## src/rtl/fpg_pkg.sv

```systemverilog
package fpg_pkg;
  typedef enum logic [1:0] {
    FC_ARITH = 2'b00,
    FC_KEEP  = 2'b01,
    FC_CLEAR = 2'b10,
    FC_OTHER = 2'b11
  } fp_class_e;

  function automatic logic is_exempt(input logic [1:0] cls);
    return (cls == FC_KEEP) || (cls == FC_CLEAR);
  endfunction

  function automatic logic is_clearing(input logic [1:0] cls);
    return cls == FC_CLEAR;
  endfunction
endpackage

```

## src/rtl/fpg_sync.sv

```systemverilog
module fpg_sync #(
  parameter int STAGES    = 2,
  parameter bit RESET_VAL = 1'b1
) (
  input  logic clk,
  input  logic rst_n,
  input  logic d_async,
  output logic q_sync
);
  logic [STAGES-1:0] chain_q;

  always_ff @(posedge clk or negedge rst_n) begin
    if (!rst_n) chain_q <= {STAGES{RESET_VAL}};
    else        chain_q <= {chain_q[STAGES-2:0], d_async};
  end

  assign q_sync = chain_q[STAGES-1];
endmodule

```

## src/rtl/fpg_pend.sv

```systemverilog
module fpg_pend (
  input  logic clk,
  input  logic rst_n,
  input  logic set_i,
  input  logic clr_i,
  output logic pend_o
);
  always_ff @(posedge clk or negedge rst_n) begin
    if (!rst_n)     pend_o <= 1'b0;
    else if (set_i) pend_o <= 1'b1;   // a new error beats a clear
    else if (clr_i) pend_o <= 1'b0;
  end
endmodule

```

## src/rtl/fpg_decide.sv

```systemverilog
module fpg_decide
  import fpg_pkg::*;
#(
  parameter int VEC_W      = 8,
  parameter int EXC_VECTOR = 16
) (
  input  logic             valid_i,
  input  logic [1:0]       cls_i,
  input  logic             pend_i,
  input  logic             mode_i,
  input  logic             ign_n_sync_i,
  output logic             grant_o,
  output logic             stall_o,
  output logic             exc_o,
  output logic [VEC_W-1:0] vec_o
);
  logic hit;

  always_comb begin
    hit     = valid_i && pend_i && !is_exempt(cls_i);
    exc_o   = hit && mode_i;
    stall_o = hit && !mode_i && ign_n_sync_i;
    grant_o = valid_i && !exc_o && !stall_o;
    vec_o   = exc_o ? VEC_W'(EXC_VECTOR) : '0;
  end
endmodule

```

## src/rtl/fp_err_gate.sv

```systemverilog
module fp_err_gate
  import fpg_pkg::*;
#(
  parameter int VEC_W       = 8,
  parameter int EXC_VECTOR  = 16,
  parameter int SYNC_STAGES = 2
) (
  input  logic             clk,
  input  logic             rst_n,
  input  logic             ins_valid,
  input  logic [1:0]       ins_class,
  output logic             ins_ready,
  input  logic             err_det,
  input  logic             mode_exc,
  input  logic             ignore_n,
  output logic             issue_grant,
  output logic             stall,
  output logic             exc_req,
  output logic [VEC_W-1:0] exc_vector,
  output logic             err_n
);
  logic ign_n_s;
  logic pend;
  logic clr;

  fpg_sync #(.STAGES(SYNC_STAGES), .RESET_VAL(1'b1)) u_sync (
    .clk(clk), .rst_n(rst_n), .d_async(ignore_n), .q_sync(ign_n_s)
  );

  // clearing class is exempt, so it is always accepted when valid
  assign clr = ins_valid && is_clearing(ins_class);

  fpg_pend u_pend (
    .clk(clk), .rst_n(rst_n), .set_i(err_det), .clr_i(clr), .pend_o(pend)
  );

  fpg_decide #(.VEC_W(VEC_W), .EXC_VECTOR(EXC_VECTOR)) u_dec (
    .valid_i(ins_valid), .cls_i(ins_class), .pend_i(pend),
    .mode_i(mode_exc), .ign_n_sync_i(ign_n_s),
    .grant_o(issue_grant), .stall_o(stall), .exc_o(exc_req), .vec_o(exc_vector)
  );

  assign ins_ready = issue_grant || exc_req;
  assign err_n     = !pend;
endmodule

```

## config.mk

```make
export PLATFORM = sky130hd
export DESIGN_NAME = fp_err_gate
export DESIGN_NICKNAME = d
export VERILOG_FILES = /design/src/rtl/fpg_pkg.sv /design/src/rtl/fpg_sync.sv /design/src/rtl/fpg_pend.sv /design/src/rtl/fpg_decide.sv /design/src/rtl/fp_err_gate.sv
export SDC_FILE = /design/constraint.sdc
export NUM_CORES = 1
export LEC_CHECK = 0
export BUFFER_PORTS_ARGS = -buffer_cell sky130_fd_sc_hd__buf_2
export CAP_MARGIN = 0
export CELL_PAD_IN_SITES_DETAIL_PLACEMENT = 1
export CELL_PAD_IN_SITES_GLOBAL_PLACEMENT = 2
export CORE_MARGIN = 3
export CORE_UTILIZATION = 15
export CTS_BUF_LIST = sky130_fd_sc_hd__clkbuf_16
export DETAILED_ROUTE_END_ITERATION = 8
export PLACE_DENSITY = 0.71
export REMOVE_ABC_BUFFERS = 1
export SLEW_MARGIN = 30
export SYNTH_ARGS = -nofsm -noshare
export SYNTH_HDL_FRONTEND = slang
export SYNTH_SLANG_ARGS = --single-unit
```

## constraint.sdc

```tcl
create_clock -name clk -period 0.9 [get_ports clk]
set_input_delay 0.09 -clock clk [delete_from_list [all_inputs] [get_ports clk]]
set_output_delay 0.09 -clock clk [all_outputs]
set_load 0.05 [all_outputs]
```

==> metrics.cfg, run 1 <==
[outcome]
status=complete, but fails checks
violations=setup timing

[clock_tree]
ctsHtreeMaxLevel=1
cts-buffers-inserted=3
postCtsSetupBuffers=0
cts_root_buf=clkbuf_16
clk_latency_ps=220
cts.reportedPaths.clkPinSlew_ps=30
cts_buffer_depth=2
cts_sinks=3
cts_tree=yes

[logic_synthesis]
synth_seq_area_share=0.343
synth_area_um2=226
yosys-top-cells-area=buf_4, dfstp_2, dfrtp_1, o21a_1, nand2b_4
synthArstFlopShare=1.00
yosys-top-cells-count=buf_4, inv_1, nor2_1
synth.distinct_cells=12
yosysWarnings=0
synth_top_area_frac=0.265
ys_ff_latch=3
yosysTopAreaCell=buf_4
synthFlopType=dfstp_2
syn_avg_cell_area_um2=8.71
synth-edff-count=0
synth.most_common_cell=buf_4
synthCells=26

[sta]
finalCritPeriodShare=1.38
rsz0062_at_grt=true
finClkSkew_ps=0.687
slew_violations=0
timing.final.crit_period_ps=1240
fmax_mhz=806
finalSetupViolCount=6
worst_slack_ps=-341
hold_violations=0

[floorplan]
core_area_um2=1350
die_height_um=44.9
start_util=0.168
die_area_um2=2010
io_pins=21
die_width_um=44.9
num_rows=13

[setup_path]
crit_chain=nand2b_4 -> o21a_1 -> buf_6
critPathTopFamily=flip-flops
arrival_ps=1150
critPathRequiredTime_ps=810
path_buf_inv=1
max_stage_delay_ps=540
cpMaxStageDelayCell=dfstp_2
path_class=reg -> out
crit_path_start_kind=register
critPathCaptureType=output pin
cp_max_fo=2

[power]
vdd_drop_max_v=0.00136
power_density_nw_per_um2=2410
leakagePower_nw=0.232
total_power_w=0.00108

[flow_run]
cap_viol_max_count=0

[drt]
wl_per_cell_um=8.86
drc=0
viasPerCell=3.53
drt_wl_total_um=523
first_pass_iters=1
detail-route-antenna-nets=0
vias=208
drt-initial-drc-count=0

[grt]
antenna_found_initial=0
grt.overflow.total=0
grt_max_degree=5
grtUsageTotal=0.0616
grt_pass1_vias=213
grt_pass1_wl_um=848

[placement]
dpl_worst_slack_ps=-177
gp_congestion=0.555
dp_hpwl_um=403
port_buffers=13

[final_layout]
drive_gt1_frac=0.568
area_growth_pct=98.3
final_util=0.333
nets=54
n_antenna_cell=0

[worst_hold_path]
hp-class=in -> reg

## registers in the layout, summed over array words and instances, names as in the netlist
register and count:
u_sync.chain_q 2, u_pend.pend_o 1
## per-stage QoR
step	setup TNS [ps]	cells	hold slack [ps]	instance area, um2
after floorplan	-2490	24	-206	189
after global placement	-749	53	-112	280
after detailed placement	-813	53	-110	280
after CTS	-1620	59	48.3	442
after global routing	-1730	59	59.8	449
final	-1520	59	59.3	449
## final cells by class
type                    count  area [um2]
clock buffers               3        75.1
fillers                   159         901
flip-flops and latches      3        77.6
well taps                  15        18.8
repair buffers             16         145
clock inverters             1        3.75
inverters                   3        13.8
multi-input cells          18         115
## worst reg2reg max path, stage by stage (launching register included)
cell     delay (ps)
dfrtp_1         400
buf_6           140
a21o_2          180
## worst paths after layout
path                       cells after the start                end  slack (ps)               from
min in group asynchronous                      2      u_pend.pend_o         190              rst_n
setup / recovery                               3          ins_ready        -340  u_sync.chain_q[1]
hold / removal                                 2      u_pend.pend_o          60            err_det
hold reg to reg                                0  u_sync.chain_q[1]         350  u_sync.chain_q[0]
setup reg to reg                               2      u_pend.pend_o          80      u_pend.pend_o
max in group asynchronous                      2  u_sync.chain_q[0]         520              rst_n
## power by group
part	switching [W]	leakage [nW]	total, W	internal, W
clock	0.000116	0.0423	0.000689	0.000572
combinational	0.000164	0.159	0.000240	0.0000761
sequential	0.00000532	0.0305	0.000152	0.000146
## metal layers
metal  wire length, um  share of wire  global-route usage
met1               175           0.33              0.0631
met4                12          0.023              0.0351
met2               263           0.50              0.0946
met5                 0              0                   0
met3                72           0.14              0.0398
## cells in the final DEF (no fill, tap or decap)
master / netlist / final
a21o_2: 1 / 1
buf_2: 0 / 7
buf_6: 0 / 4
buf_8: 0 / 3
clkbuf_16: 0 / 3
conb_1: 1 / 7
dfrtp_1: 1 / 1
dfstp_2: 2 / 2
dlygate4sd3_1: 0 / 2
ha_1: 1 / 1
inv_1: 3 / 3
inv_4: 0 / 1
nand2_1: 2 / 2
nand2b_4: 1 / 1
nand3_2: 0 / 1
nor2_1: 3 / 1
nor2_2: 0 / 1
nor2_4: 0 / 1
o21a_1: 2 / 2
## kinds of logic (layout without fill, tap and decap cells)
group / after synthesis / after routing / share of synthesized area
other: 1 / 7 / 0.0166
adders and majority gates: 1 / 1 / 0.0552
and+or+nand+nor: 7 / 7 / 0.166
AOI/OAI and AO/OA: 3 / 3 / 0.105
buffers and inverters: 11 / 23 / 0.315
DFF: 3 / 3 / 0.343
## repair_timing
| action | in CTS | in global routing |
|---|---|---|
| hold buffers | 2 | 0 |
| setup endpoints to repair | 6 | 6 |
| pin swaps | 3 | 1 |
| gates resized for setup | 20 | 2 |
| hold endpoints to repair | 4 | 0 |
(Power assumes the default switching activity.)
==> run 2, diff against run 1 <==
Settings changed: CORE_MARGIN 3 to 2, PLACE_DENSITY 0.71 to not set, PLACE_DENSITY_LB_ADDON set to 0.1.
==> run 2 against run 1 <==
Hold slack worse by 10 ps. Design area down 0.56%. Register-to-register slack about the same. Combinational power about the same. Total power down 0.57%. Clock-buffer cell count unchanged. Sequential power about the same. Clock power down 0.6%. Utilization down 2.5 points. The run still ends with setup timing left. Largest cell class unchanged. Critical path depth unchanged.
==> metrics.cfg, run 2 (same netlist as run 1, synthesis figures left out) <==
[grt]
grt_pass1_wl_um=814
grtUsageTotal=0.0664
grt.overflow.total=0
antenna_found_initial=0
grt_max_degree=5
grt_pass1_vias=203

[worst_hold_path]
hp-class=in -> reg

[setup_path]
crit_path_start_kind=register
critPathCaptureType=output pin
cpMaxStageDelayCell=dfstp_2
crit_chain=nand2b_4 -> o21a_1 -> buf_6
cp_max_fo=2
arrival_ps=1140
critPathRequiredTime_ps=810
path_class=reg -> out
max_stage_delay_ps=540

[drt]
drt-initial-drc-count=0
drt_wl_total_um=489
drc=0
vias=210
detail-route-antenna-nets=0
viasPerCell=3.50
first_pass_iters=1
wl_per_cell_um=8.15

[floorplan]
die_width_um=42.9
start_util=0.156
num_rows=14
io_pins=21
die_height_um=42.9
core_area_um2=1450
die_area_um2=1840

[placement]
dp_hpwl_um=389
dpl_cell_area_um2=282
dpl_worst_slack_ps=-171
gp_congestion=0.610
port_buffers=13

[final_layout]
area_growth_pct=97.2
largest_reg_flops=2
drive_gt1_frac=0.568
final_cell_mix=conb_1, buf_2, buf_6
largestRegisters=u_sync.chain_q (2), u_pend.pend_o (1)
fin_area_um2=447
n_antenna_cell=0
nets=54
largest-register=u_sync.chain_q

[clock_tree]
clk_latency_ps=220
ctsHtreeMaxLevel=1
cts-buffers-inserted=3
cts_sinks=3
cts_buffer_depth=2
cts.reportedPaths.clkPinSlew_ps=30
cts_tree=yes
cts_root_buf=clkbuf_16

[sta]
worst_slack_ps=-333
fin_tns_setup_ps=-1480
timing.final.crit_period_ps=1230
finalCritPeriodShare=1.37
fmax_mhz=811
hold_slack_ps=49.1
finalSetupViolCount=6
hold_violations=0
finClkSkew_ps=1.00
rsz0062_at_grt=true
slew_violations=0

[power]
power_density_nw_per_um2=2410
vdd_drop_max_v=0.00117
leakagePower_nw=0.231

[flow_run]
cap_viol_max_count=0

[outcome]
violations=setup timing
status=complete, but fails checks

## run 2: worst paths after layout
kind                                     end  slack (ps)              start  cells after the start
max in group asynchronous  u_sync.chain_q[0]         510              rst_n                      2
min reg2reg                u_sync.chain_q[1]         350  u_sync.chain_q[0]                      0
min                            u_pend.pend_o          50            err_det                      2
max reg2reg                    u_pend.pend_o          80      u_pend.pend_o                      2
min in group asynchronous      u_pend.pend_o         200              rst_n                      2
max                                ins_ready        -330  u_sync.chain_q[1]                      3
## run 2: worst max-delay path, delay by kind of cell (launching register included)
kind                   cells  cell delay, ps
DFF                        1             540
AOI/OAI and AO/OA          1             170
buffers and inverters      1             150
and+or+nand+nor            1              60
## run 2: final cells by class
type                       count  area, um2
fill                         177       1010
inverter                       3       13.8
clock inverter                 1       3.75
tap                           16       20.0
multi-input combinational     18        115
sequential                     3       77.6
timing repair buffer          16        141
clock buffer                   3       75.1
## run 2: power breakdown
part | internal, W | switching, W
combinational | 0.0000746 | 0.000163
sequential | 0.000146 | 0.00000538
clock | 0.000572 | 0.000113
total | 0.000793 | 0.000281
## run 2: repair_timing
action / CTS / global route
hold buffers: 2 / 0
hold endpoints to repair: 4 / 0
resized for setup: 17 / 5
endpoints found under the setup margin: 6 / 6
setup buffers: 0 / 1
pin swaps: 2 / 2
## run 2: routing by layer
metal | up-vias | GRT usage | share of wire
met4 | 0 | 0.0750 | 0.039
li1 | 100 | - | -
met2 | 17 | 0.0909 | 0.47
met5 | - | 0 | 0
met3 | 2 | 0.0426 | 0.13
met1 | 91 | 0.0617 | 0.36
## run 2: stage by stage
stage               total power (W)  utilization  instances
floorplan                  0.000302            -         24
detailed placement         0.000344        0.194         54
finish                      0.00107        0.307         60
CTS                         0.00109        0.299         60
global placement           0.000344        0.194         54
global route                0.00112        0.307         60
==> run 3, diff against run 2 <==
Settings changed: SETUP_SLACK_MARGIN set to 0.2.
==> run 3 against run 2 <==
The flow still finishes with violations (setup timing). Combinational power rose by 2%. Worst setup slack did not move. Flip-flop and latch count did not move. Via count rose by 0.95%. Global-route usage did not move. Clock-buffer cell count did not move. Die area did not move. Critical path depth did not move. Cell count rose by 1.7%. Fmax did not move. Sequential power barely moved. Utilization rose by 0.77 points. Critical path type unchanged. Highest routed layer unchanged.
==> metrics.cfg, run 3 (same netlist as run 1, synthesis figures left out) <==
[power]
vdd_drop_max_v=0.00116
leakagePower_nw=0.237
power_density_nw_per_um2=2360

[sta]
finalSetupViolCount=7
finClkSkew_ps=0.983
hold_violations=0
finalCritPeriodShare=1.37
worst_slack_ps=-333
fmax_mhz=811
timing.final.crit_period_ps=1230
slew_violations=0
rsz0062_at_grt=true

[drt]
drc=0
vias=212
detail-route-antenna-nets=0
viasPerCell=3.48
drt-initial-drc-count=0
first_pass_iters=1
drt_wl_total_um=491
wl_per_cell_um=8.05

[placement]
gp_congestion=0.610
port_buffers=13
dpl_worst_slack_ps=-171
dp_hpwl_um=389

[setup_path]
crit_chain=nand2b_4 -> o21a_1 -> buf_6
arrival_ps=1140
worst-r2r-cell-count=3
reg2reg_setup_slack_ps=-10
reg2reg_to=u_pend.pend_o
cpMaxStageDelayCell=dfstp_2
cp_max_fo=2
critPathTopFamily=flip-flops
r2r-start=u_pend.pend_o
critPathRequiredTime_ps=810
path_class=reg -> out
crit_path_start_kind=register
max_stage_delay_ps=540
critPathCaptureType=output pin
path_buf_inv=1

[grt]
grt.overflow.total=0
antenna_found_initial=0
grt_max_degree=5
grt_pass1_wl_um=814
grt_pass1_vias=203
grtUsageTotal=0.0664

[final_layout]
largest_reg_flops=2
area_growth_pct=102
nets=55
drive_gt1_frac=0.578
final_cell_mix=conb_1, buf_2, buf_6
largest-register=u_sync.chain_q
largestRegisters=u_sync.chain_q (2), u_pend.pend_o (1)
fillCellCount=177
n_antenna_cell=0
final_util=0.315

[floorplan]
die_width_um=42.9
die_area_um2=1840
num_rows=14
start_util=0.156
core_area_um2=1450
io_pins=21
die_height_um=42.9

[worst_hold_path]
holdPathEnd=u_pend.pend_o
min_from=err_det
whs_path_depth=2
hp-class=in -> reg

[clock_tree]
cts.reportedPaths.clkPinSlew_ps=30
cts_tree=yes
cts_root_buf=clkbuf_16
ctsHtreeMaxLevel=1
clk_latency_ps=220
cts_sinks=3
cts-buffers-inserted=3
cts_buffer_depth=2

[outcome]
status=complete, but fails checks
violations=setup timing

[flow_run]
cap_viol_max_count=0

-- run 3: worst register-to-register path, cell delays in order, from the launching register on --
cell,delay [ps]
dfrtp_1,400
buf_6,130
buf_6,110
a21o_2,170
-- run 3: per-stage QoR --
step / TNS (ps) / std cells / power (W) / hold slack [ps] / area [um2]
6_report: -1590 / 61 / 0.00108 / 48.9 / 458
5_1_grt: -1900 / 61 / 0.00113 / 48.8 / 458
4_1_cts: -1600 / 60 / 0.00109 / 45.5 / 434
3_5_place_dp: -776 / 54 / 0.000344 / -110 / 282
3_3_place_gp: -754 / 54 / 0.000344 / -114 / 282
2_1_floorplan: -2490 / 24 / 0.000302 / -206 / 189
-- run 3: worst max-delay path by stage --
stage	from	end	cells after the start
floorplan	ins_class[0]	exc_req	4
global placement	u_sync.chain_q[1]	ins_ready	3
detailed placement	ins_class[0]	exc_req	6
CTS	u_sync.chain_q[1]	ins_ready	3
global route	u_sync.chain_q[1]	ins_ready	3
finish	u_sync.chain_q[1]	ins_ready	3
-- run 3: area by class of cell --
class / count / area [um2] / area share
repair buffers: 17 / 153 / 0.333
multi-input cells: 18 / 115 / 0.251
flip-flops and latches: 3 / 77.6 / 0.169
clock buffers: 3 / 75.1 / 0.164
well taps: 16 / 20.0 / 0.0437
inverters: 3 / 13.8 / 0.0301
clock inverters: 1 / 3.75 / 0.00820
-- run 3: power breakdown --
group / switching [W] / leakage, nW / total (W) / internal (W)
registers: 0.00000538 / 0.0305 / 0.000152 / 0.000146
logic: 0.000164 / 0.164 / 0.000242 / 0.0000787
clock network: 0.000113 / 0.0423 / 0.000685 / 0.000572
total: 0.000282 / 0.237 / 0.00108 / 0.000797
-- run 3: timing repair --
action	CTS	global route
pin swaps	2	2
hold endpoints to repair	4	0
resized for setup	17	5
endpoints found under the setup margin	7	7
setup buffers	0	1
hold buffers	2	0
-- run 3: per-layer routing --
metal / GRT usage / up-vias / part of all wire
met5: 0 / - / 0
met4: 0.0750 / 0 / 0.039
met3: 0.0426 / 2 / 0.13
met2: 0.0909 / 17 / 0.47
met1: 0.0617 / 91 / 0.36
li1: - / 102 / -
